### config.mk
export PLATFORM = sky130hd
export DESIGN_NAME = trip_bus_regfile
export DESIGN_NICKNAME = d
export VERILOG_FILES = /design/src/rtl/regbus_pkg.sv /design/src/rtl/regbus_sel_decode.sv /design/src/rtl/regbus_array.sv /design/src/rtl/regbus_addr_gen.sv /design/src/rtl/trip_bus_regfile.sv
export SDC_FILE = /design/constraint.sdc
export NUM_CORES = 1
export LEC_CHECK = 0
export BUFFER_PORTS_ARGS = -buffer_cell sky130_fd_sc_hd__buf_2
export CELL_PAD_IN_SITES_DETAIL_PLACEMENT = 2
export CELL_PAD_IN_SITES_GLOBAL_PLACEMENT = 2
export CORE_MARGIN = 1
export CORE_UTILIZATION = 38
export DETAILED_ROUTE_END_ITERATION = 8
export HOLD_SLACK_MARGIN = 0.08
export PLACE_DENSITY = 0.89
export RECOVER_POWER = 50
export SYNTH_ARGS = -nofsm -noshare
export SYNTH_HDL_FRONTEND = slang
export SYNTH_SLANG_ARGS = --single-unit
export TNS_END_PERCENT = 20
### constraint.sdc
create_clock -name clk -period 6.1 [get_ports clk]
set_input_delay 0.915 -clock clk [delete_from_list [all_inputs] [get_ports clk]]
set_output_delay 0.915 -clock clk [all_outputs]
set_load 0.01 [all_outputs]
### src/rtl/regbus_pkg.sv
package regbus_pkg;
  parameter int DATA_W    = 32;
  parameter int NUM_REGS  = 8;
  parameter int IR_W      = 32;
  parameter int AFIELD_W  = 20;
  localparam int SEL_W    = $clog2(NUM_REGS);
  localparam int OPC_W    = 5;
  localparam int OPC_LO   = IR_W - OPC_W;
  localparam int DST_LO   = 23;
  localparam int IDX_LO   = 20;
  localparam int SR1_LO   = 17;
  localparam logic [OPC_W-1:0] OPC_STORE = 5'b01101;

  typedef logic [SEL_W-1:0]  sel_t;
  typedef logic [DATA_W-1:0] word_t;

  typedef struct packed {
    sel_t rd1;
    sel_t rd2;
    sel_t wr;
  } sel_bundle_t;
endpackage

### src/rtl/regbus_sel_decode.sv
module regbus_sel_decode
  import regbus_pkg::*;
(
  input  logic [IR_W-1:0] instr,
  output sel_bundle_t     sels
);
  logic [OPC_W-1:0] opc;
  logic             is_store;

  always_comb begin
    opc      = instr[OPC_LO +: OPC_W];
    is_store = (opc == OPC_STORE);
    sels.wr  = instr[DST_LO +: SEL_W];
    sels.rd2 = instr[IDX_LO +: SEL_W];
    sels.rd1 = is_store ? instr[DST_LO +: SEL_W] : instr[SR1_LO +: SEL_W];
  end
endmodule

### src/rtl/regbus_array.sv
module regbus_array
  import regbus_pkg::*;
#(
  parameter int N_RD = 3
) (
  input  logic            clk,
  input  logic            rst,
  input  logic            we,
  input  sel_t            waddr,
  input  word_t           wdata,
  input  sel_t [N_RD-1:0] raddr,
  output word_t [N_RD-1:0] rdata
);
  word_t store [1:NUM_REGS-1];

  always_ff @(posedge clk) begin
    if (rst) begin
      for (int i = 1; i < NUM_REGS; i++) store[i] <= '0;
    end else if (we && waddr != '0) begin
      store[waddr] <= wdata;
    end
  end

  for (genvar p = 0; p < N_RD; p++) begin : g_rd
    always_comb begin
      if (raddr[p] == '0) rdata[p] = '0;
      else                rdata[p] = store[raddr[p]];
    end
  end
endmodule

### src/rtl/regbus_addr_gen.sv
module regbus_addr_gen
  import regbus_pkg::*;
(
  input  logic [AFIELD_W-1:0] field,
  input  word_t               index_val,
  output word_t               addr
);
  always_comb addr = {{(DATA_W-AFIELD_W){1'b0}}, field} + index_val;
endmodule

### src/rtl/trip_bus_regfile.sv
module trip_bus_regfile
  import regbus_pkg::*;
(
  input  logic              clk,
  input  logic              rst,
  input  logic [IR_W-1:0]   instr,
  input  logic              en_b1,
  input  logic              en_b2,
  input  logic              en_b3,
  input  logic [DATA_W-1:0] bus_b3,
  output logic [DATA_W-1:0] bus_b1,
  output logic [DATA_W-1:0] bus_b2,
  output logic [SEL_W-1:0]  sel_b1,
  output logic [SEL_W-1:0]  sel_b2,
  output logic [SEL_W-1:0]  sel_b3,
  output logic [DATA_W-1:0] mem_addr
);
  localparam int PORT_B1 = 0;
  localparam int PORT_B2 = 1;
  localparam int PORT_IX = 2;

  sel_bundle_t     sels;
  sel_t  [2:0]     raddr;
  word_t [2:0]     rdata;

  regbus_sel_decode u_dec (.instr(instr), .sels(sels));

  always_comb begin
    raddr[PORT_B1] = sels.rd1;
    raddr[PORT_B2] = sels.rd2;
    raddr[PORT_IX] = instr[IDX_LO +: SEL_W];
  end

  regbus_array #(.N_RD(3)) u_arr (
    .clk(clk), .rst(rst), .we(en_b3), .waddr(sels.wr), .wdata(bus_b3),
    .raddr(raddr), .rdata(rdata)
  );

  regbus_addr_gen u_agen (
    .field(instr[AFIELD_W-1:0]), .index_val(rdata[PORT_IX]), .addr(mem_addr)
  );

  always_comb begin
    bus_b1 = en_b1 ? rdata[PORT_B1] : '0;
    bus_b2 = en_b2 ? rdata[PORT_B2] : '0;
    sel_b1 = sels.rd1;
    sel_b2 = sels.rd2;
    sel_b3 = sels.wr;
  end
endmodule

# Word level (Yosys, flattened, before mapping)
# Memory sizes are Yosys's and may differ from the RTL's.
# Index checks and enable logic that the tools add are counted.
# Widths: inputs -> output; s select.
totals:
  elab_cells: 21
  register_bits: 0
  mem_count: 1
  output_inout_bits: 105
  ramBits: 224
classes:
  add_sub_neg: 1
  muxes: 13
  n_reduce_logical: 5
  eq_ne: 1
mem_list:
  columns: ["name", "words", "word_bits", "read_ports", "rd_ports_with_merged_regs", "wr", "line", "rtl"]
  rows:
  - ["u_arr.store", 7, 32, 2, 0, 7, "regbus_array.sv:14", "word_t store [1:NUM_REGS-1];"]
ops:
  columns: ["op", "count"]
  rows:
  - ["$mux 32", 5]
  - ["$add 20x32->32", 1]
  - ["$reduce_or 32->1", 1]
  - ["$logic_not 3->1", 2]
  - ["$mux 1", 6]
  - ["$mux 3", 2]
  - ["$eq 5x4->1 const B", 1]
  - ["$reduce_bool 3->1", 1]
  - ["$logic_and 1x1->1", 1]

# Logic depth before layout (Yosys ltp)
# Gate-level depths: netlist of the first run.
logic_depth:
  word_depth: 7
  depth_mapped: 16
  mapped_depth_nobuf: 12

# Modules after synthesis
# A second synthesis of the first run with hierarchy kept.
hier_totals:
  cells_unflattened: 1384
  hier_area_um2: 15935.3
by_module_without_submodules:
  columns: ["mod", "area_per_inst_um2", "instances", "cells_per_inst", "seq_area_each_um2"]
  rows:
  - ["regbus_array", 13848.3, 1, 1081, 6726.5]
  - ["regbus_addr_gen", 1482.7, 1, 222, 0.0]
  - ["trip_bus_regfile", 510.5, 1, 70, 0.0]
  - ["regbus_sel_decode", 93.8, 1, 11, 0.0]

# Worst setup path after synthesis of the first run
# No wires, ideal clock.
synth_path:
  kind: "input to output"
  from: "input instr[20]"
  to: "output mem_addr[26]"
  slack_ns: 0.835
  n_path_buf: 4
  arrival_ns: 4.350
  path_stages: 16
  path_cell_list: "buf_6 buf_12 buf_6 buf_4 mux2_2 a22oi_1 o21ai_0 ha_1 fa_1 a21o_1 a221o_1 a31oi_2 a21oi_1 a221oi_4 nor3b_1 xnor2_1"
synth_via:
  elab_chain_cells: 3
synth_rtl:
  columns: ["element", "line", "rtl"]
  rows:
  - ["start: declaration", "trip_bus_regfile.sv:6", "input logic [IR_W-1:0] instr,"]
  - ["$mem_v2 7x32 or $logic_not 3->1 (tied branches)", null, null]
  - ["$mux 32 (*)", "regbus_array.sv:26", "if (raddr[p] == '0) rdata[p] = '0;"]
  - ["$add 20x32->32 (*)", "regbus_addr_gen.sv:8", "always_comb addr = {{(DATA_W-AFIELD_W){1'b0}}, field} + index_val;"]
  - ["end: declaration", "trip_bus_regfile.sv:16", "output logic [DATA_W-1:0] mem_addr"]
# Mark *: on every way between the ends. The rest lies on a longest branch, timed or not.

# Worst setup path after layout of the first run
layout_path:
  from: "input instr[20]"
  to: "output mem_addr[24]"
# Same word-level chain as after synthesis.

==> results.md, run 1 <==
* Max cap viols at 10
* Top cells by area in the synthesized netlist: sky130_fd_sc_hd__edfxtp_1 (49%), sky130_fd_sc_hd__and2_1 (11%), sky130_fd_sc_hd__nand2_1 (6.9%)
* Number of pins exceeding their max-slew limit in the final report at 267
* Max Clock Freq at 169.1 MHz
* IR drop worst, VDD at 0.1815 mV
* Share of the cycle needed by the critical path after routing at between 90 and 100%
* Area of the placeable core at ~36000 um2
* Initial antenna violation count at 8
* Drt first pass iters at 5
* DP Worst Slack at 0.2610 ns
* Total vias in the final route at approximately 13000
* Filler instances at roughly 3700
* Routed WL at between 60000 and 70000 um
* Required time at the worst-slack endpoint at 5.18 ns
* Cell with the largest stage delay on the worst path: sky130_fd_sc_hd__a221oi_4
* Per-cell via count in the routed design at 6.392
* Violations in the final reports: capacitance limit, slew limit
* Die H at 192.1 um
* Launching element type of the critical path: input pin
* EDFF count, synth at between 200 and 250
* Final routed DRC violation total at 0
* Global-route usage over all layers at between 30% and 40%
* Number of cells produced by synthesis at between 1000 and 1500
* Horizontal die dimension at 192.1 um
* Yosys top cell by area: sky130_fd_sc_hd__edfxtp_1
* Number of hold buffers added after CTS at 0
* Net total in the final layout at 1581
* Slew at the pin closest to its max-slew limit at 2.314 ns
* Final global-route overflow total at 0
* Fraction of the yosys area taken by sequential cells at between 40 and 50%
* Critical Path End Type: output pin
* Endpoint arrival time on the critical path at 5.00 ns
* Most frequent cell after synthesis: sky130_fd_sc_hd__nand2_1
* Flip-flop and latch count after synthesis at around 230
* Area share of the largest cell type after synthesis at 49.40%
* Setup slack of the critical path after layout at 0.1864 ns
* Setup TNS Final at 0 ns
* Area of the die at 36910 um2
* Cells along the critical path: buf_4, mux4_2, nand2_1, o21ai_0, ha_1, fa_1, a21o_1, a221o_1, a31oi_2, a21oi_1, a221oi_4, nor3_1, xnor2_1, buf_2
* Max FFs per register at 226
* Type of the setup path with the least slack: input pin to output pin
* Worst relative slew slack at -54.28%
* Number of buffers inserted to repair setup after CTS at 0
* Initial DRC Count at 1313
* Largest register by flop count: u_arr.store
* HPWL Detailed at 36940 um
* Final critical delay including setup and external delays at between 5 and 6 ns
* Port buffer count at around 170
* Top post-synthesis cells by count: sky130_fd_sc_hd__nand2_1 (251), sky130_fd_sc_hd__and2_1 (245), sky130_fd_sc_hd__edfxtp_1 (226)
* LEAKAGE at 0.006250 uW
* Final Hold Violating Endpoints at 0
* Netlist area before placement at 13740 um2
* Number of H-tree levels at 1
* Async S/R FF share, synth at 0%
* Average instance area after synthesis at 10.23 um2
* Outcome: finished with violations
* Largest registers in the final layout: u_arr.store (226)
* First-pass GRT wire length at 92560 um
* Proportion of layout cells with a drive suffix above 1 at 21.15%
* Remaining antenna violation count after routing at 0
* TritonCTS clock tree: done
* Worst-case clock buffer depth at 3
* Delay of the slowest cell on the worst path at around 0.57 ns
* Largest net degree at the start of global routing at 69
* Area occupied by registers at ~6800 um2
* Most common flop cell mapped by yosys: sky130_fd_sc_hd__edfxtp_1
* Clock root buffer: sky130_fd_sc_hd__clkbuf_16
* Setup repair after global routing missed its margin: false
* CTS clk-pin slew, worst paths at roughly 0.060 ns
* Average wire per standard cell at ~32 um
* Multi-input gate area at 6506 um2
* CTS Buf Count at 25
* Synthesis-to-layout area growth at 17.07%
* Top-Level Pins at about 170
* Post-synth cell types at 60
* Sinks on the clock net at 226
* Yosys synthesis warning count at 0
* Vias in the first global route at 13690
* Type of the most critical hold path: input pin to flip-flop
* Final count of negative-setup-slack endpoints at 0
* Initial cell density of the core at 38.62%
* Highest net fanout along the worst path at 13
* Number of placement rows at 69
* Power density relative to cell area at 285.9 nW/um2
* RD Place Congestion at 0.7902
==> through the flow <==
stage | power, uW | instances | utilization [%] | hold WS (ns) | instance area [um2]
2_1_floorplan | 2385 | 1344 | - | 1.014 | 13740
3_3_place_gp | 2709 | 1925 | 42.77 | 1.185 | 15210
3_5_place_dp | 2783 | 1925 | 42.77 | 1.201 | 15210
4_1_cts | 4565 | 1969 | 45.32 | 0.6397 | 16120
5_1_grt | 4687 | 1971 | 45.18 | 0.7543 | 16070
6_report | 4599 | 1976 | 45.21 | 0.7335 | 16080
==> worst paths after layout <==
kind | depth (start not counted) | startpoint | endpoint
max | 14 | instr[20] | mem_addr[24]
min | 2 | bus_b3[8] | u_arr.store[6][8]
==> worst max-delay path, delay by kind of cell <==
kind / cells / cell delay [ns]
AOI/OAI and AO/OA: 6 / 1.86
xor gates and xnor gates: 1 / 0.19
adders and majority gates: 2 / 0.77
buffers and inverters: 2 / 0.44
muxes: 1 / 0.55
and+or+nand+nor: 2 / 0.25
==> cells in the final DEF (no fill, tap or decap), types with 7 or more instances in the layout <==
cell type	synthesis	layout
sky130_fd_sc_hd__ha_1	20	20
sky130_fd_sc_hd__edfxtp_1	226	226
sky130_fd_sc_hd__buf_2	13	165
sky130_fd_sc_hd__and3_1	36	36
sky130_fd_sc_hd__a22oi_1	23	23
sky130_fd_sc_hd__a21o_1	11	11
sky130_fd_sc_hd__mux4_2	24	24
sky130_fd_sc_hd__diode_2	0	7
sky130_fd_sc_hd__bufinv_16	0	7
sky130_fd_sc_hd__o211ai_1	33	33
sky130_fd_sc_hd__mux2_2	30	30
sky130_fd_sc_hd__nand3_1	35	35
sky130_fd_sc_hd__nor3_1	7	7
sky130_fd_sc_hd__and2_0	0	198
sky130_fd_sc_hd__and2_1	245	47
sky130_fd_sc_hd__nand2_1	251	251
sky130_fd_sc_hd__buf_4	8	34
sky130_fd_sc_hd__a21oi_1	91	91
sky130_fd_sc_hd__mux2i_1	15	12
sky130_fd_sc_hd__clkbuf_1	69	17
sky130_fd_sc_hd__xnor2_1	18	18
sky130_fd_sc_hd__xor2_1	11	11
sky130_fd_sc_hd__nor2_1	29	28
sky130_fd_sc_hd__clkbuf_16	0	25
sky130_fd_sc_hd__o21ai_0	63	62
==> final cells by class <==
| class | count | share of cell area [%] |
|---|---|---|
| Antenna cell | 7 | 0.1089 |
| Clock buffer | 28 | 3.960 |
| Clock inverter | 16 | 1.673 |
| Inverter | 9 | 0.2178 |
| Multi-Input combinational cell | 1010 | 40.46 |
| Sequential cell | 226 | 42.20 |
| Tap cell | 461 | 3.587 |
| Timing Repair Buffer | 219 | 7.796 |
==> layer usage <==
metal | wire (um) | up-vias | track usage (%)
li1 | - | 5083 | -
met1 | 24390 | 6434 | 41.67
met2 | 30860 | 877 | 57.72
met3 | 5702 | 232 | 6.194
met4 | 3039 | 4 | 17.14
met5 | 23 | - | 0
==> kinds of logic (layout without fill, tap and decap cells) <==
family	count (synthesis)	count (layout)	synth area share (%)
AO/OA/AOI/OAI	252	252	11.26
XOR/XNOR	29	29	1.849
adder cells (fa/ha/maj)	21	21	1.967
buffers and inverters	108	272	3.570
flip-flops	226	226	49.40
multiplexers	75	75	8.416
other	1	9	0.02730
AND/OR/NAND/NOR	631	631	23.51
==> power by group <==
part	total [uW]	internal (uW)	switching, uW
sequential	1890	1810	77.1
combinational	928	328	600
clock	1780	1050	728
total	4600	3190	1410
==> repair_timing <==
action	4_1_cts	5_1_grt
setup endpoints to repair	0	9
resized for setup	0	1
endpoints found under the hold margin	0	0
Note: power is estimated with default switching activity, not from simulation.
==> run 2, diff against run 1 <==
--- a/config.mk
+++ b/config.mk
@@ -14,6 +14,8 @@
 export HOLD_SLACK_MARGIN = 0.08
 export PLACE_DENSITY = 0.89
 export RECOVER_POWER = 50
+export REMOVE_ABC_BUFFERS = 1
+export SLEW_MARGIN = 10
 export SYNTH_ARGS = -nofsm -noshare
 export SYNTH_HDL_FRONTEND = slang
 export SYNTH_SLANG_ARGS = --single-unit
==> run 2 against run 1 <==
Net effect: the run still ends with capacitance limit, slew limit left; maximum frequency decreased by 1.6%; non-clock buffer count decreased by 13; die area unchanged; via count decreased by 4.4%; first-iteration DRC count decreased by 22%; worst hold slack got worse by 0.010 ns; critical path depth increased by 1; utilization decreased by 0.27 points; final cell count decreased by 0.61%; count of clock-buffer cells in the layout increased by 1; wire length decreased by 9.1%; critical path type unchanged; highest routed layer is now met4.
==> results.md, run 2 (same netlist as run 1, synthesis figures left out) <==
* Total vias in the final route at 12070 (was 12630)
* Area of the placeable core at 35570 um2 (unchanged)
* Routed WL at 58180 um (was 64020 um)
* Most used routing layer in global routing: met2 (unchanged)
* Horizontal die dimension at 192.1 um (unchanged)
* Worst hold-check slack at 0.7233 ns (was 0.7335 ns)
* Worst relative slew slack at -135.0% (was -54.28%)
* Max FFs per register at 226 (unchanged)
* Critical Path End Type: output pin (unchanged)
* Highest-count cells in the layout ignoring fill and taps: sky130_fd_sc_hd__nand2_1 (251), sky130_fd_sc_hd__edfxtp_1 (226), sky130_fd_sc_hd__and2_0 (198), sky130_fd_sc_hd__buf_2 (164), sky130_fd_sc_hd__a21oi_1 (91) (was sky130_fd_sc_hd__nand2_1 (251), sky130_fd_sc_hd__edfxtp_1 (226), sky130_fd_sc_hd__and2_0 (198), sky130_fd_sc_hd__buf_2 (165), sky130_fd_sc_hd__a21oi_1 (91))
* Port buffer count at 172 (unchanged)
* Per-cell via count in the routed design at 6.146 (was 6.392)
* Cell with the largest stage delay on the worst path: sky130_fd_sc_hd__a31oi_2 (was sky130_fd_sc_hd__a221oi_4)
* Largest register by flop count: u_arr.store (unchanged)
* Type of the setup path with the least slack: input pin to output pin (unchanged)
* DP Worst Slack at 0.02569 ns (was 0.2610 ns)
* Power density relative to cell area at 282.3 nW/um2 (was 285.9 nW/um2)
* Initial DRC Count at 1027 (was 1313)
* Final core utilization at 44.95% (was 45.21%)
* Die H at 192.1 um (unchanged)
* Synthesis-to-layout area growth at 16.38% (was 17.07%)
* First-pass GRT wire length at 86430 um (was 92560 um)
* Slew at the pin closest to its max-slew limit at 3.511 ns (was 2.314 ns)
* Share of the cycle needed by the critical path after routing at 98.49% (was 96.94%)
* Most frequent standard cell in the layout excluding fill and tap cells: sky130_fd_sc_hd__nand2_1 (unchanged)
* Highest net fanout along the worst path at 19 (was 13)
* Stages on worst setup path at 15 (was 14)
* Number of pins exceeding their max-slew limit in the final report at 293 (was 267)
* HPWL Detailed at 34720 um (was 36940 um)
* Number of buffers inserted to repair setup after CTS at 0 (unchanged)
* Initial antenna violation count at 4 (was 8)
* RD Place Congestion at 0.8020 (was 0.7902)
* Sinks on the clock net at 226 (unchanged)
* Filler instances at 3722 (was 3707)
* Number of placement rows at 69 (unchanged)
* Area of the die at 36910 um2 (unchanged)
* Global-route usage over all layers at 31.75% (was 34.15%)
* Launching element type of the critical path: input pin (unchanged)
* Max cap viols at 11 (was 10)
* Clock root buffer: sky130_fd_sc_hd__clkbuf_16 (unchanged)
* Final Hold Violating Endpoints at 0 (unchanged)
* Final count of negative-setup-slack endpoints at 0 (unchanged)
* Final global-route overflow total at 0 (unchanged)
* Gate family responsible for the most delay along the worst path: compound AO/OA/AOI/OAI gates (unchanged)
* TritonCTS clock tree: done (unchanged)
* CTS Buf Count at 26 (was 25)
* Endpoint arrival time on the critical path at 5.09 ns (was 5.00 ns)
* Final routed DRC violation total at 0 (unchanged)
* Remaining antenna violation count after routing at 0 (unchanged)
* Buffers & Inverters on Critical Path at 4 (was 2)
* CTS clk-pin slew, worst paths at 0.06 ns (about the same)
* Violations in the final reports: capacitance limit, slew limit (unchanged)
* Vias in the first global route at 13200 (was 13690)
* LEAKAGE at 0.006209 uW (was 0.006250 uW)
* Global-route track usage on met2 at 56.23% (was 57.72%)
* Largest registers in the final layout: u_arr.store (226) (unchanged)
* Proportion of layout cells with a drive suffix above 1 at 20.88% (was 21.15%)
* Final critical delay including setup and external delays at 6.008 ns (was 5.914 ns)
* Number of H-tree levels at 1 (unchanged)
* Max Clock Freq at 166.5 MHz (was 169.1 MHz)
* Type of the most critical hold path: input pin to flip-flop (unchanged)
* Average wire per standard cell at 29.62 um (was 32.40 um)
* Hold path cells at 2 (unchanged)
* Required time at the worst-slack endpoint at 5.18 ns (about the same)
* Delay of the slowest cell on the worst path at 0.41 ns (was 0.57 ns)
* Worst-case clock buffer depth at 3 (unchanged)
* Outcome: finished with violations (unchanged)
* Pwr Total at 4513 uW (was 4599 uW)
* Number of hold buffers added after CTS at 0 (unchanged)
* Drt first pass iters at 5 (unchanged)
* Cells along the critical path: clkbuf_1, buf_4, mux4_2, nand2_1, o21ai_0, ha_1, a21o_1, a221o_1, a31oi_2, a21oi_1, a221oi_4, buf_4, nor3_1, xnor2_1, buf_2 (was buf_4, mux4_2, nand2_1, o21ai_0, ha_1, fa_1, a21o_1, a221o_1, a31oi_2, a21oi_1, a221oi_4, nor3_1, xnor2_1, buf_2)
* Initial cell density of the core at 38.62% (unchanged)
* Cell occurring most often along the worst timing path: sky130_fd_sc_hd__buf_4
* Net total in the final layout at 1569 (was 1581)
* Quantity of gates resized following cts at 1 (was 0)
* IR drop worst, VDD at 0.1847 mV (was 0.1815 mV)
* GRT met1 Usage at 38.62% (was 41.67%)
* Largest net degree at the start of global routing at 70 (was 69)
* Global routing met3 resource utilization at 4.184% (was 6.194%)
* Setup repair after global routing missed its margin: false (unchanged)
* Setup slack of the critical path after layout at 0.09225 ns (was 0.1864 ns)
* Top-Level Pins at 174 (unchanged)
-- run 2: per-layer routing --
| metal | vias to the layer above | share of wire (%) |
|---|---|---|
| li1 | 5059 | - |
| met1 | 6239 | 39 |
| met5 | - | 0 |
| met3 | 169 | 6.3 |
| met4 | 0 | 4.0 |
| met2 | 603 | 51 |
-- run 2: power by group --
| group | internal (uW) | total [uW] | switching [uW] |
|---|---|---|---|
| sequential | 1810 | 1880 | 66.1 |
| combinational | 317 | 887 | 571 |
| clock | 1060 | 1750 | 690 |
-- run 2: metrics by stage --
step | instance area, um2 | cells | setup TNS, ns
3_5_place_dp | 15120 | 1912 | 0
6_report | 15990 | 1964 | 0
3_3_place_gp | 15120 | 1912 | 0
2_1_floorplan | 13280 | 1245 | -91.12
4_1_cts | 16050 | 1960 | 0
5_1_grt | 15980 | 1962 | 0
-- run 2: final cells by class --
cell class,instances,area [um2],share of cell area (%)
clock buffer,29,683.2,4.273
tap,461,576.8,3.608
clock inverter,19,241.5,1.511
antenna,4,10.01,0.06261
sequential,226,6787,42.45
multi-input combinational,1010,6516,40.76
inverter,9,35.03,0.2191
timing repair buffer,206,1137,7.114
-- run 2: worst paths after layout --
| check | start | endpoint | slack, ns |
|---|---|---|---|
| min | bus_b3[30] | u_arr.store[7][30] | 0.72 |
| max | instr[21] | mem_addr[24] | 0.09 |
